`src/rtl/addr_ctr_pkg.sv`:
```
package addr_ctr_pkg;

  typedef enum logic {
    RAM_DISP = 1'b0,
    RAM_GEN  = 1'b1
  } ramSel_e;

  typedef struct packed {
    logic loadDisp;
    logic loadGen;
    logic step;
    logic stepUp;
  } ctlStb_t;

endpackage

```
`src/rtl/addr_ctr_ctrl.sv`:
```
module addr_ctr_ctrl
  import addr_ctr_pkg::*;
(
  input  logic    clk,
  input  logic    rstN,
  input  logic    setDispStb,
  input  logic    setGenStb,
  input  logic    accessStb,
  input  logic    entryInc,
  output ctlStb_t ctl,
  output ramSel_e ramSel
);

  // Strobe priority: display load, then generator load, then step.
  always_comb begin
    ctl.loadDisp = setDispStb;
    ctl.loadGen  = setGenStb & ~setDispStb;
    ctl.step     = accessStb & ~setDispStb & ~setGenStb;
    ctl.stepUp   = entryInc;
  end

  always_ff @(posedge clk) begin
    if (!rstN)             ramSel <= RAM_DISP;
    else if (ctl.loadDisp) ramSel <= RAM_DISP;
    else if (ctl.loadGen)  ramSel <= RAM_GEN;
  end

  // a display load overrides a simultaneous generator load.
  a_r2_disp_wins: assert property (@(posedge clk) disable iff (!rstN)
    setDispStb |=> ramSel == RAM_DISP);

  // a lone generator load selects generator RAM.
  a_r2_gen_sel: assert property (@(posedge clk) disable iff (!rstN)
    (setGenStb && !setDispStb) |=> ramSel == RAM_GEN);

  // RAM selection changes only on a load command.
  a_r9_sel_hold: assert property (@(posedge clk) disable iff (!rstN)
    (!setDispStb && !setGenStb) |=> $stable(ramSel));

endmodule

```
`src/rtl/addr_ctr_dp.sv`:
```
module addr_ctr_dp
  import addr_ctr_pkg::*;
#(
  parameter int ADDR_W     = 7,
  parameter int GEN_W      = 6,
  parameter int LINE_LEN   = 40,
  parameter int LINE2_BASE = 64
) (
  input  logic              clk,
  input  logic              rstN,
  input  ctlStb_t           ctl,
  input  ramSel_e           ramSel,
  input  logic              twoLine,
  input  logic [ADDR_W-1:0] cmdAddr,
  output logic [ADDR_W-1:0] ptr
);

  localparam int HI_W = ADDR_W - GEN_W;
  localparam logic [ADDR_W-1:0] ZERO     = '0;
  localparam logic [ADDR_W-1:0] ONE      = ADDR_W'(1);
  localparam logic [ADDR_W-1:0] ONE_LAST = ADDR_W'(2 * LINE_LEN - 1);
  localparam logic [ADDR_W-1:0] L1_LAST  = ADDR_W'(LINE_LEN - 1);
  localparam logic [ADDR_W-1:0] L2_BASE  = ADDR_W'(LINE2_BASE);
  localparam logic [ADDR_W-1:0] L2_LAST  = ADDR_W'(LINE2_BASE + LINE_LEN - 1);

  logic [ADDR_W-1:0] clampVal;
  logic [ADDR_W-1:0] dispUp;
  logic [ADDR_W-1:0] dispDn;
  logic [GEN_W-1:0]  genStep;
  logic [ADDR_W-1:0] stepVal;
  logic [ADDR_W-1:0] ptrNext;

  // Clamp an out-of-range display load to the start of the nearest valid line.
  always_comb begin
    if (!twoLine) begin
      clampVal = (cmdAddr > ONE_LAST) ? ZERO : cmdAddr;
    end else if (cmdAddr <= L1_LAST) begin
      clampVal = cmdAddr;
    end else if (cmdAddr < L2_BASE) begin
      clampVal = L2_BASE;
    end else if (cmdAddr <= L2_LAST) begin
      clampVal = cmdAddr;
    end else begin
      clampVal = ZERO;
    end
  end

  // Display-mode step up, with the line-layout wraps.
  always_comb begin
    if (!twoLine)
      dispUp = (ptr == ONE_LAST) ? ZERO : ptr + ONE;
    else if (ptr == L1_LAST)
      dispUp = L2_BASE;
    else if (ptr == L2_LAST)
      dispUp = ZERO;
    else
      dispUp = ptr + ONE;
  end

  // Display-mode step down, mirroring the up wraps.
  always_comb begin
    if (!twoLine)
      dispDn = (ptr == ZERO) ? ONE_LAST : ptr - ONE;
    else if (ptr == L2_BASE)
      dispDn = L1_LAST;
    else if (ptr == ZERO)
      dispDn = L2_LAST;
    else
      dispDn = ptr - ONE;
  end

  // Generator mode: plain 6-bit pointer, modulo 64.
  always_comb begin
    if (ctl.stepUp) genStep = ptr[GEN_W-1:0] + GEN_W'(1);
    else            genStep = ptr[GEN_W-1:0] - GEN_W'(1);
  end

  always_comb begin
    if (ramSel == RAM_GEN) stepVal = {{HI_W{1'b0}}, genStep};
    else if (ctl.stepUp)   stepVal = dispUp;
    else                   stepVal = dispDn;
  end

  always_comb begin
    if (ctl.loadDisp)     ptrNext = clampVal;
    else if (ctl.loadGen) ptrNext = {{HI_W{1'b0}}, cmdAddr[GEN_W-1:0]};
    else if (ctl.step)    ptrNext = stepVal;
    else                  ptrNext = ptr;
  end

  always_ff @(posedge clk) begin
    if (!rstN) ptr <= '0;
    else       ptr <= ptrNext;
  end

  // with no load and no step the pointer holds.
  a_r3_hold: assert property (@(posedge clk) disable iff (!rstN)
    (!ctl.loadDisp && !ctl.loadGen && !ctl.step) |=> $stable(ptr));

  // one-line wrap up from the last position.
  a_r4_one_wrap: assert property (@(posedge clk) disable iff (!rstN)
    (ctl.step && ctl.stepUp && ramSel == RAM_DISP && !twoLine && ptr == ONE_LAST)
    |=> ptr == ZERO);

  // two-line jump from the end of line 1 over the gap.
  a_r5_gap_up: assert property (@(posedge clk) disable iff (!rstN)
    (ctl.step && ctl.stepUp && ramSel == RAM_DISP && twoLine && ptr == L1_LAST)
    |=> ptr == L2_BASE);

  // two-line jump from the start of line 2 back over the gap.
  a_r5_gap_dn: assert property (@(posedge clk) disable iff (!rstN)
    (ctl.step && !ctl.stepUp && ramSel == RAM_DISP && twoLine && ptr == L2_BASE)
    |=> ptr == L1_LAST);

  // a two-line display load never lands in the gap or past line 2.
  a_r7_clamp_two: assert property (@(posedge clk) disable iff (!rstN)
    (ctl.loadDisp && twoLine)
    |=> (ptr <= L1_LAST || (ptr >= L2_BASE && ptr <= L2_LAST)));

endmodule

```
`src/rtl/addr_ctr.sv`:
```
module addr_ctr
  import addr_ctr_pkg::*;
#(
  parameter int ADDR_W     = 7,
  parameter int GEN_W      = 6,
  parameter int LINE_LEN   = 40,
  parameter int LINE2_BASE = 64
) (
  input  logic              clk,
  input  logic              rstN,
  input  logic              setDispStb,
  input  logic              setGenStb,
  input  logic [ADDR_W-1:0] cmdAddr,
  input  logic              accessStb,
  input  logic              entryInc,
  input  logic              twoLine,
  input  logic              regSel,
  input  logic              readNotWrite,
  output logic [ADDR_W-1:0] ramAddr,
  output logic              genSel,
  output logic [ADDR_W-1:0] busOut,
  output logic              busOe
);

  ctlStb_t           ctl;
  ramSel_e           ramSel;
  logic [ADDR_W-1:0] ptr;

  addr_ctr_ctrl u_ctrl (
    .clk        (clk),
    .rstN       (rstN),
    .setDispStb (setDispStb),
    .setGenStb  (setGenStb),
    .accessStb  (accessStb),
    .entryInc   (entryInc),
    .ctl        (ctl),
    .ramSel     (ramSel)
  );

  addr_ctr_dp #(
    .ADDR_W     (ADDR_W),
    .GEN_W      (GEN_W),
    .LINE_LEN   (LINE_LEN),
    .LINE2_BASE (LINE2_BASE)
  ) u_dp (
    .clk     (clk),
    .rstN    (rstN),
    .ctl     (ctl),
    .ramSel  (ramSel),
    .twoLine (twoLine),
    .cmdAddr (cmdAddr),
    .ptr     (ptr)
  );

  assign ramAddr = ptr;
  assign genSel  = (ramSel == RAM_GEN);
  assign busOe   = ~regSel & readNotWrite;
  assign busOut  = busOe ? ptr : '0;

  // the upper pointer bits stay clear while generator RAM is selected.
  a_r6_gen_msb: assert property (@(posedge clk) disable iff (!rstN)
    genSel |-> ptr[ADDR_W-1:GEN_W] == '0);

  // an active status read presents the RAM address.
  a_r8_status: assert property (@(posedge clk) disable iff (!rstN)
    busOe |-> busOut == ramAddr);

  // the first cycle after reset shows address zero.
  a_r1_reset: assert property (@(posedge clk)
    !rstN |=> ramAddr == '0);

endmodule

```
`config.mk`:
```
export PLATFORM = sky130hd
export DESIGN_NAME = addr_ctr
export DESIGN_NICKNAME = d
export VERILOG_FILES = /design/src/rtl/addr_ctr_pkg.sv /design/src/rtl/addr_ctr_ctrl.sv /design/src/rtl/addr_ctr_dp.sv /design/src/rtl/addr_ctr.sv
export SDC_FILE = /design/constraint.sdc
export NUM_CORES = 1
export LEC_CHECK = 0
export BUFFER_PORTS_ARGS = -buffer_cell sky130_fd_sc_hd__clkbuf_2
export CAP_MARGIN = 20
export CORE_MARGIN = 4
export CORE_UTILIZATION = 47
export DETAILED_ROUTE_END_ITERATION = 8
export PLACE_DENSITY = 0.76
export SLEW_MARGIN = 20
export SYNTH_ARGS = -nofsm -noshare
export SYNTH_HDL_FRONTEND = slang
export SYNTH_SLANG_ARGS = --single-unit
```
`constraint.sdc`:
```
create_clock -name clk -period 1.9 [get_ports clk]
set_input_delay 0 -clock clk [delete_from_list [all_inputs] [get_ports clk]]
set_output_delay 0 -clock clk [all_outputs]
set_load 0.01 [all_outputs]
```
==> results of run 1 <==
report_power, final:
part	switching, mW	internal (mW)
Sequential	0.0197	0.181
Clock	0.0686	0.0730
Combinational	0.196	0.157
layer usage:
metal  track usage, %  routed length, um
met1             27.0               1410
met2             32.6               1510
met3             4.14                274
met4             4.97                 27
met5                0                  0
worst max-delay path, cell delays in order (launching register included):
cell                       delay [ns]
sky130_fd_sc_hd__dfxtp_1         0.50
sky130_fd_sc_hd__ha_1            0.32
sky130_fd_sc_hd__o21ai_0         0.12
sky130_fd_sc_hd__o21bai_1        0.09
sky130_fd_sc_hd__a21oi_1         0.18
sky130_fd_sc_hd__xnor2_1         0.13
sky130_fd_sc_hd__a31oi_1         0.09
sky130_fd_sc_hd__a32o_1          0.23
flip-flops by register name, indices dropped and copies added (netlist names):
name           count
u_dp.ptr           7
u_ctrl.ramSel      1
logic make-up after synthesis:
family,count (synthesis),share of synthesized area [%]
XOR/XNOR,11,8.57
AND/OR/NAND/NOR,58,26.7
buffers and inverters,19,7.56
flip-flops,8,14.2
adder cells (fa/ha/maj),7,8.45
AO/OA/AOI/OAI,51,32.7
multiplexers,2,1.78
layout by cell type (no fill, tap or decap), types with 3 or more instances in the layout:
cell | synthesis | routed
sky130_fd_sc_hd__a21o_1 | 4 | 4
sky130_fd_sc_hd__a21oi_1 | 11 | 11
sky130_fd_sc_hd__a31oi_1 | 3 | 3
sky130_fd_sc_hd__and2_1 | 7 | 7
sky130_fd_sc_hd__buf_4 | 0 | 11
sky130_fd_sc_hd__clkbuf_2 | 0 | 31
sky130_fd_sc_hd__clkbuf_4 | 0 | 3
sky130_fd_sc_hd__dfxtp_1 | 8 | 8
sky130_fd_sc_hd__ha_1 | 6 | 6
sky130_fd_sc_hd__inv_1 | 6 | 6
sky130_fd_sc_hd__nand2_1 | 11 | 11
sky130_fd_sc_hd__nand3_1 | 6 | 6
sky130_fd_sc_hd__nor2_1 | 14 | 14
sky130_fd_sc_hd__nor3_1 | 8 | 8
sky130_fd_sc_hd__o2111ai_1 | 3 | 3
sky130_fd_sc_hd__o211ai_1 | 4 | 4
sky130_fd_sc_hd__o21ai_0 | 12 | 12
sky130_fd_sc_hd__xnor2_1 | 3 | 3
sky130_fd_sc_hd__xor2_1 | 8 | 8
layout make-up:
class / count / area, sq um / share of cell area [%]
timing repair buffer: 43 / 248 / 18.0
tap: 28 / 35.0 / 2.55
inverter: 6 / 22.5 / 1.64
clock buffer: 3 / 22.5 / 1.64
multi-input combinational: 129 / 887 / 64.5
sequential: 8 / 160 / 11.6
repair_timing:
action	CTS	global route
endpoints found under the hold margin	1	0
hold buffers	1	0
endpoints found under the setup margin	0	2
resized for setup	0	3
per-stage QoR:
step	instance area [sq um]	setup slack [ns]
floorplan	1130	0.0177
global placement	1340	0.154
detailed placement	1340	0.0991
CTS	1370	0.0819
global route	1380	0.0140
finish	1380	0.127
how the worst max path moves through the flow:
stage / slack, ns / to / start
after floorplan: 0.02 / u_dp.ptr[5] / u_dp.ptr[1]
after global placement: 0.15 / u_dp.ptr[4] / u_dp.ptr[1]
after detailed placement: 0.1 / u_dp.ptr[4] / u_dp.ptr[1]
after CTS: 0.08 / u_dp.ptr[4] / u_dp.ptr[1]
after global routing: 0.01 / u_dp.ptr[5] / u_dp.ptr[3]
final: 0.13 / u_dp.ptr[5] / u_dp.ptr[3]
==> impl_metrics.prom, run 1 <==
# TYPE chip_impl_metric gauge
chip_impl_info{name="clk_root_buffer_cell",value="sky130_fd_sc_hd__clkbuf_4"} 1
chip_impl_metric{name="htree_num_levels",unit=""} 1
chip_impl_metric{name="cts.path.max_buffers",unit=""} 2
chip_impl_metric{name="drv_slew",unit=""} 0
chip_impl_metric{name="rr_worst_depth",unit=""} 7
chip_impl_metric{name="grt_max_degree",unit=""} 15
chip_impl_metric{name="detailroute.via_count",unit=""} 1292
chip_impl_metric{name="count_of_unique_library_cells_instantiated_by_yosys",unit=""} 42
chip_impl_info{name="synth_top_area_cell",value="sky130_fd_sc_hd__dfxtp_1"} 1
chip_impl_metric{name="wl",unit="mm"} 3.23
chip_impl_metric{name="leakage",unit="nW"} 0.645
chip_impl_metric{name="synthesis.instances",unit=""} 156
chip_impl_metric{name="final_core_utilization",unit="%"} 61.0
chip_impl_metric{name="gp_congestion",unit=""} 0.864
chip_impl_metric{name="design.final.nets",unit=""} 214
chip_impl_info{name="rr_startpoint",value="u_dp.ptr[3]"} 1
chip_impl_metric{name="totalPowerFinal",unit="mW"} 0.695
chip_impl_metric{name="grt_use_total",unit="%"} 20.1
chip_impl_metric{name="clk_pin_slew",unit="ns"} 0.06
chip_impl_metric{name="routed_via_density",unit=""} 5.95
chip_impl_metric{name="floorplan.initialDensity",unit="%"} 49.9
chip_impl_metric{name="buffer_ports.inserted",unit=""} 31
chip_impl_metric{name="via_count_of_the_first_global_routing_pass",unit=""} 1150
chip_impl_metric{name="worstPathArrival",unit="ns"} 1.93
chip_impl_metric{name="top_level_ports",unit=""} 32
chip_impl_info{name="tritoncts",value="done"} 1
chip_impl_metric{name="vdd_drop_max",unit="mV"} 0.370
chip_impl_metric{name="die_width",unit="um"} 56.9
chip_impl_info{name="ys_top_cells_by_area",value="sky130_fd_sc_hd__dfxtp_1 14%, sky130_fd_sc_hd__ha_1 6.7%, sky130_fd_sc_hd__xor2_1 6.2%"} 1
chip_impl_metric{name="antenna_violations_before_repair",unit=""} 0
chip_impl_metric{name="ys_seq_elements",unit=""} 8
chip_impl_metric{name="placementRows",unit=""} 17
chip_impl_info{name="timing.setup.critical_path_class",value="register to register"} 1
chip_impl_metric{name="holdPathStages",unit=""} 2
chip_impl_metric{name="wl_per_cell",unit="um"} 14.9
chip_impl_info{name="hold_start",value="cmdAddr[5]"} 1
chip_impl_metric{name="cts_buffers",unit=""} 3
chip_impl_info{name="crit_path_start_kind",value="register"} 1
chip_impl_metric{name="timing.setup.tns",unit="ns"} 0
chip_impl_metric{name="holdWs",unit="ns"} 0.0419
chip_impl_metric{name="synth_top_cell_area_share",unit="%"} 14.2
chip_impl_metric{name="final_antenna_net_count",unit=""} 0
chip_impl_metric{name="asyncSetResetFlopFracSynth",unit="%"} 0
chip_impl_metric{name="cellPowerDensity",unit="nW/um^2"} 506
chip_impl_metric{name="tritoncts_num_sinks",unit=""} 8
chip_impl_metric{name="syn-num-nets",unit=""} 179
chip_impl_metric{name="drc",unit=""} 0
chip_impl_info{name="timing.hold.worst.class",value="input port to register"} 1
chip_impl_metric{name="globalRoute.totalOverflow",unit=""} 0
chip_impl_info{name="rsz0062_at_grt",value="false"} 1
chip_impl_metric{name="synthesis.yosys.warnings",unit=""} 0
chip_impl_metric{name="headroom_to_the_max_slew_limit",unit="%"} 67.5
chip_impl_info{name="run_status",value="finished, final reports clean"} 1
chip_impl_info{name="synth_ff_type",value="sky130_fd_sc_hd__dfxtp_1"} 1
chip_impl_metric{name="post-route-period-util",unit="%"} 93.3
chip_impl_metric{name="final_cell_count_no_fill",unit=""} 217
chip_impl_metric{name="final_hold_violating_endpoints",unit=""} 0
chip_impl_metric{name="antenna-diode-count",unit=""} 0
chip_impl_metric{name="max_clock_freq",unit="MHz"} 564
chip_impl_metric{name="worstMarginPinSlew",unit="ns"} 0.486
chip_impl_info{name="min_to",value="u_dp.ptr[5]"} 1
chip_impl_metric{name="synthToLayoutAreaGrowth",unit="%"} 22.2
chip_impl_info{name="post-synth-top-count-cell",value="sky130_fd_sc_hd__nor2_1"} 1
chip_impl_metric{name="synth_area",unit="sq um"} 1120
chip_impl_metric{name="required_time_at_the_endpoint_of_the_critical_path",unit="ns"} 2.06
chip_impl_metric{name="setup_slack_of_the_worst_register_to_register_path",unit="ns"} 0.13
chip_impl_metric{name="grt_pass1_wl",unit="mm"} 5.20
chip_impl_metric{name="chipHeight",unit="um"} 56.9
chip_impl_metric{name="drt_first_pass_iters",unit=""} 4
chip_impl_metric{name="fillers",unit=""} 226
chip_impl_info{name="synth_commonest_cells",value="14 x sky130_fd_sc_hd__nor2_1, 12 x sky130_fd_sc_hd__o21ai_0, 11 x sky130_fd_sc_hd__a21oi_1, 11 x sky130_fd_sc_hd__nand2_1"} 1
chip_impl_metric{name="cts.repair_timing.setup_buffer_count",unit=""} 0
chip_impl_metric{name="dp.cells",unit=""} 213
chip_impl_metric{name="fin_worst_skew",unit="ns"} 0.00161
chip_impl_metric{name="critical_path.max_fanout",unit=""} 7
chip_impl_metric{name="detailedPlacementHpwl",unit="mm"} 2.52
chip_impl_metric{name="share_of_post_route_cells_with_drive_strength_above_1",unit="%"} 27.0
chip_impl_metric{name="seq_total_area_yosys",unit="%"} 14.2
chip_impl_metric{name="setup_viol",unit=""} 0
chip_impl_metric{name="cap_viol_max_count",unit=""} 0
chip_impl_info{name="crit_path_end_kind",value="register"} 1
chip_impl_metric{name="layout_min_cycle_time",unit="ns"} 1.77
chip_impl_metric{name="dieArea",unit="sq um"} 3240
chip_impl_metric{name="placeableCoreArea",unit="sq um"} 2250
chip_impl_metric{name="clk-insertion-delay-late",unit="ns"} 0.26
chip_impl_metric{name="synth_edf_count",unit=""} 0
chip_impl_info{name="regToRegEndpoint",value="u_dp.ptr[5]"} 1
chip_impl_metric{name="initial_drc_count",unit=""} 68
chip_impl_metric{name="avgSynthCellArea",unit="sq um"} 7.21
(Power assumes the default switching activity.)
==> run 2, diff against run 1 <==
CORE_UTILIZATION = 56   (was 47)
PLACE_DENSITY = 0.85   (was 0.76)
clock period = 2.1 ns   (was 1.9 ns; I/O delays follow)
==> impl_metrics.prom, run 2 (synthesis results as in run 1) <==
# TYPE chip_impl_metric gauge
chip_impl_metric{name="dieArea",unit="sq um"} 2790
chip_impl_metric{name="grt_max_degree",unit=""} 15
chip_impl_info{name="timing.setup.critical_path_class",value="register to register"} 1
chip_impl_metric{name="top_level_ports",unit=""} 32
chip_impl_metric{name="drt_first_pass_iters",unit=""} 4
chip_impl_metric{name="grt_pass1_wl",unit="mm"} 5.34
chip_impl_metric{name="tritoncts_num_sinks",unit=""} 8
chip_impl_metric{name="die_width",unit="um"} 52.8
chip_impl_metric{name="met2WireLength",unit="mm"} 1.60
chip_impl_metric{name="floorplan.initialDensity",unit="%"} 61.8
chip_impl_info{name="largest-register",value="u_dp.ptr"} 1
chip_impl_metric{name="clk_pin_slew",unit="ns"} 0.06
chip_impl_metric{name="share_of_post_route_cells_with_drive_strength_above_1",unit="%"} 24.7
chip_impl_metric{name="required_time_at_the_endpoint_of_the_critical_path",unit="ns"} 2.25
chip_impl_metric{name="fin_worst_skew",unit="ns"} 0.000958
chip_impl_metric{name="wl_per_cell",unit="um"} 15.8
chip_impl_metric{name="antenna-diode-count",unit=""} 0
chip_impl_metric{name="fillers",unit=""} 151
chip_impl_metric{name="totalPowerFinal",unit="mW"} 0.628
chip_impl_metric{name="buffer_ports.inserted",unit=""} 31
chip_impl_metric{name="antenna_violations_before_repair",unit=""} 0
chip_impl_metric{name="finalInstanceArea",unit="sq um"} 1340
chip_impl_metric{name="chipHeight",unit="um"} 52.8
chip_impl_metric{name="cts_buffers",unit=""} 3
chip_impl_metric{name="design.final.nets",unit=""} 211
chip_impl_metric{name="cts.path.max_buffers",unit=""} 2
chip_impl_info{name="registers_with_the_most_flip_flops",value="u_dp.ptr (7), u_ctrl.ramSel (1)"} 1
chip_impl_metric{name="post-route-period-util",unit="%"} 94.1
chip_impl_metric{name="initial_drc_count",unit=""} 52
chip_impl_metric{name="vdd_drop_max",unit="mV"} 0.368
chip_impl_info{name="clk_root_buffer_cell",value="sky130_fd_sc_hd__clkbuf_4"} 1
chip_impl_metric{name="cap_viol_max_count",unit=""} 0
chip_impl_metric{name="final_antenna_net_count",unit=""} 0
chip_impl_metric{name="final_core_utilization",unit="%"} 73.7
chip_impl_info{name="timing.hold.worst.class",value="input port to register"} 1
chip_impl_metric{name="htree_num_levels",unit=""} 1
chip_impl_metric{name="placed_area",unit="sq um"} 1310
chip_impl_metric{name="placementRows",unit=""} 15
chip_impl_metric{name="largest_register_ffs",unit=""} 7
chip_impl_metric{name="wl",unit="mm"} 3.33
chip_impl_info{name="tritoncts",value="done"} 1
chip_impl_metric{name="drc",unit=""} 0
chip_impl_metric{name="detailroute.via_count",unit=""} 1267
chip_impl_metric{name="detailedPlacementHpwl",unit="mm"} 2.61
chip_impl_metric{name="gp_congestion",unit=""} 0.965
chip_impl_metric{name="critical_path.max_fanout",unit=""} 12
chip_impl_info{name="crit_path_start_kind",value="register"} 1
chip_impl_metric{name="timing.setup.tns",unit="ns"} 0
chip_impl_metric{name="max_clock_freq",unit="MHz"} 506
chip_impl_metric{name="clk-insertion-delay-late",unit="ns"} 0.27
chip_impl_metric{name="grt_use_total",unit="%"} 25.4
chip_impl_info{name="highest_layer",value="met4"} 1
chip_impl_info{name="most_used_cells_in_the_layout_excluding_fill_and_tap_cells",value="31 x sky130_fd_sc_hd__clkbuf_2, 14 x sky130_fd_sc_hd__nor2_1, 12 x sky130_fd_sc_hd__o21ai_0"} 1
chip_impl_metric{name="via_count_of_the_first_global_routing_pass",unit=""} 1206
chip_impl_metric{name="setup_viol",unit=""} 0
chip_impl_metric{name="final_hold_violating_endpoints",unit=""} 0
chip_impl_metric{name="worstMarginPinSlew",unit="ns"} 0.459
chip_impl_metric{name="synthToLayoutAreaGrowth",unit="%"} 19.2
chip_impl_metric{name="drv_slew",unit=""} 0
chip_impl_metric{name="layout_min_cycle_time",unit="ns"} 1.98
chip_impl_metric{name="globalRoute.totalOverflow",unit=""} 0
chip_impl_metric{name="worstPathArrival",unit="ns"} 2.13
chip_impl_metric{name="cts.repair.resized",unit=""} 0
chip_impl_info{name="crit_path_end_kind",value="register"} 1
chip_impl_metric{name="placeableCoreArea",unit="sq um"} 1820
chip_impl_info{name="rsz0062_at_grt",value="false"} 1
chip_impl_metric{name="detail_route.wirelength.met1",unit="mm"} 1.36
chip_impl_metric{name="leakage",unit="nW"} 0.630
chip_impl_metric{name="cellPowerDensity",unit="nW/um^2"} 468
chip_impl_metric{name="headroom_to_the_max_slew_limit",unit="%"} 69.4
chip_impl_metric{name="holdWs",unit="ns"} 0.0112
chip_impl_metric{name="met3_wirelength",unit="um"} 288
chip_impl_info{name="run_status",value="finished, final reports clean"} 1
chip_impl_metric{name="routed_via_density",unit=""} 6.00
chip_impl_info{name="mostFrequentLayoutCell",value="sky130_fd_sc_hd__clkbuf_2"} 1
==> run 2: cell count changes in the layout (fill, tap and decap cells not counted) <==
cell | previous run | this run
sky130_fd_sc_hd__a21boi_1 | 1 | 0
sky130_fd_sc_hd__a21boi_0 | 0 | 1
sky130_fd_sc_hd__a211oi_2 | 1 | 0
sky130_fd_sc_hd__fa_1 | 0 | 1
sky130_fd_sc_hd__a211oi_1 | 2 | 3
sky130_fd_sc_hd__fa_2 | 1 | 0
sky130_fd_sc_hd__buf_4 | 11 | 8
==> run 2: metal layers <==
layer	vias to the layer above	track usage (%)
met5	-	0
met4	0	9.36
met3	11	1.71
met2	67	44.2
met1	556	32.1
li1	633	-
==> run 2: critical path, cell delays in order (launching register included) <==
cell	delay, ns
sky130_fd_sc_hd__dfxtp_1	0.57
sky130_fd_sc_hd__ha_1	0.31
sky130_fd_sc_hd__nand4_1	0.21
sky130_fd_sc_hd__and3_4	0.26
sky130_fd_sc_hd__nand2_1	0.08
sky130_fd_sc_hd__a21oi_1	0.08
sky130_fd_sc_hd__o311a_1	0.35
==> run 2: final timing paths <==
path         slack (ns)  cells past startpoint          end         from
max                0.12                      6  u_dp.ptr[3]  u_dp.ptr[0]
min                0.01                      3  u_dp.ptr[2]   cmdAddr[2]
max reg2reg        0.12                      6  u_dp.ptr[3]  u_dp.ptr[0]
min reg2reg        0.64                      2  u_dp.ptr[4]  u_dp.ptr[4]
==> run 2: power by group <==
group          total, mW  internal [mW]  switching, mW  leakage (nW)
clock network      0.133         0.0663         0.0666        0.0138
logic              0.310          0.137          0.173         0.550
registers          0.185          0.164         0.0214        0.0660
total              0.628          0.367          0.261         0.630
==> run 2: through the flow <==
stage / setup WS (ns) / std cells
after floorplan: 0.0200 / 156
after global placement: 0.178 / 207
after detailed placement: 0.151 / 207
after CTS: 0.138 / 211
after global routing: 0.0305 / 211
final: 0.123 / 211
==> run 2: final cells by class <==
class | instances | area [sq um] | share of cell area (%)
clock buffers | 3 | 22.5 | 1.68
inverters | 6 | 22.5 | 1.68
multi-input cells | 129 | 880 | 65.6
flip-flops and latches | 8 | 160 | 11.9
well taps | 25 | 31.3 | 2.33
repair buffers | 40 | 225 | 16.8
==> run 2: repair_timing <==
item                                   in CTS  in global routing
buffers inserted                            0                  0
endpoints found under the hold margin       1                  0
hold buffers                                1                  0
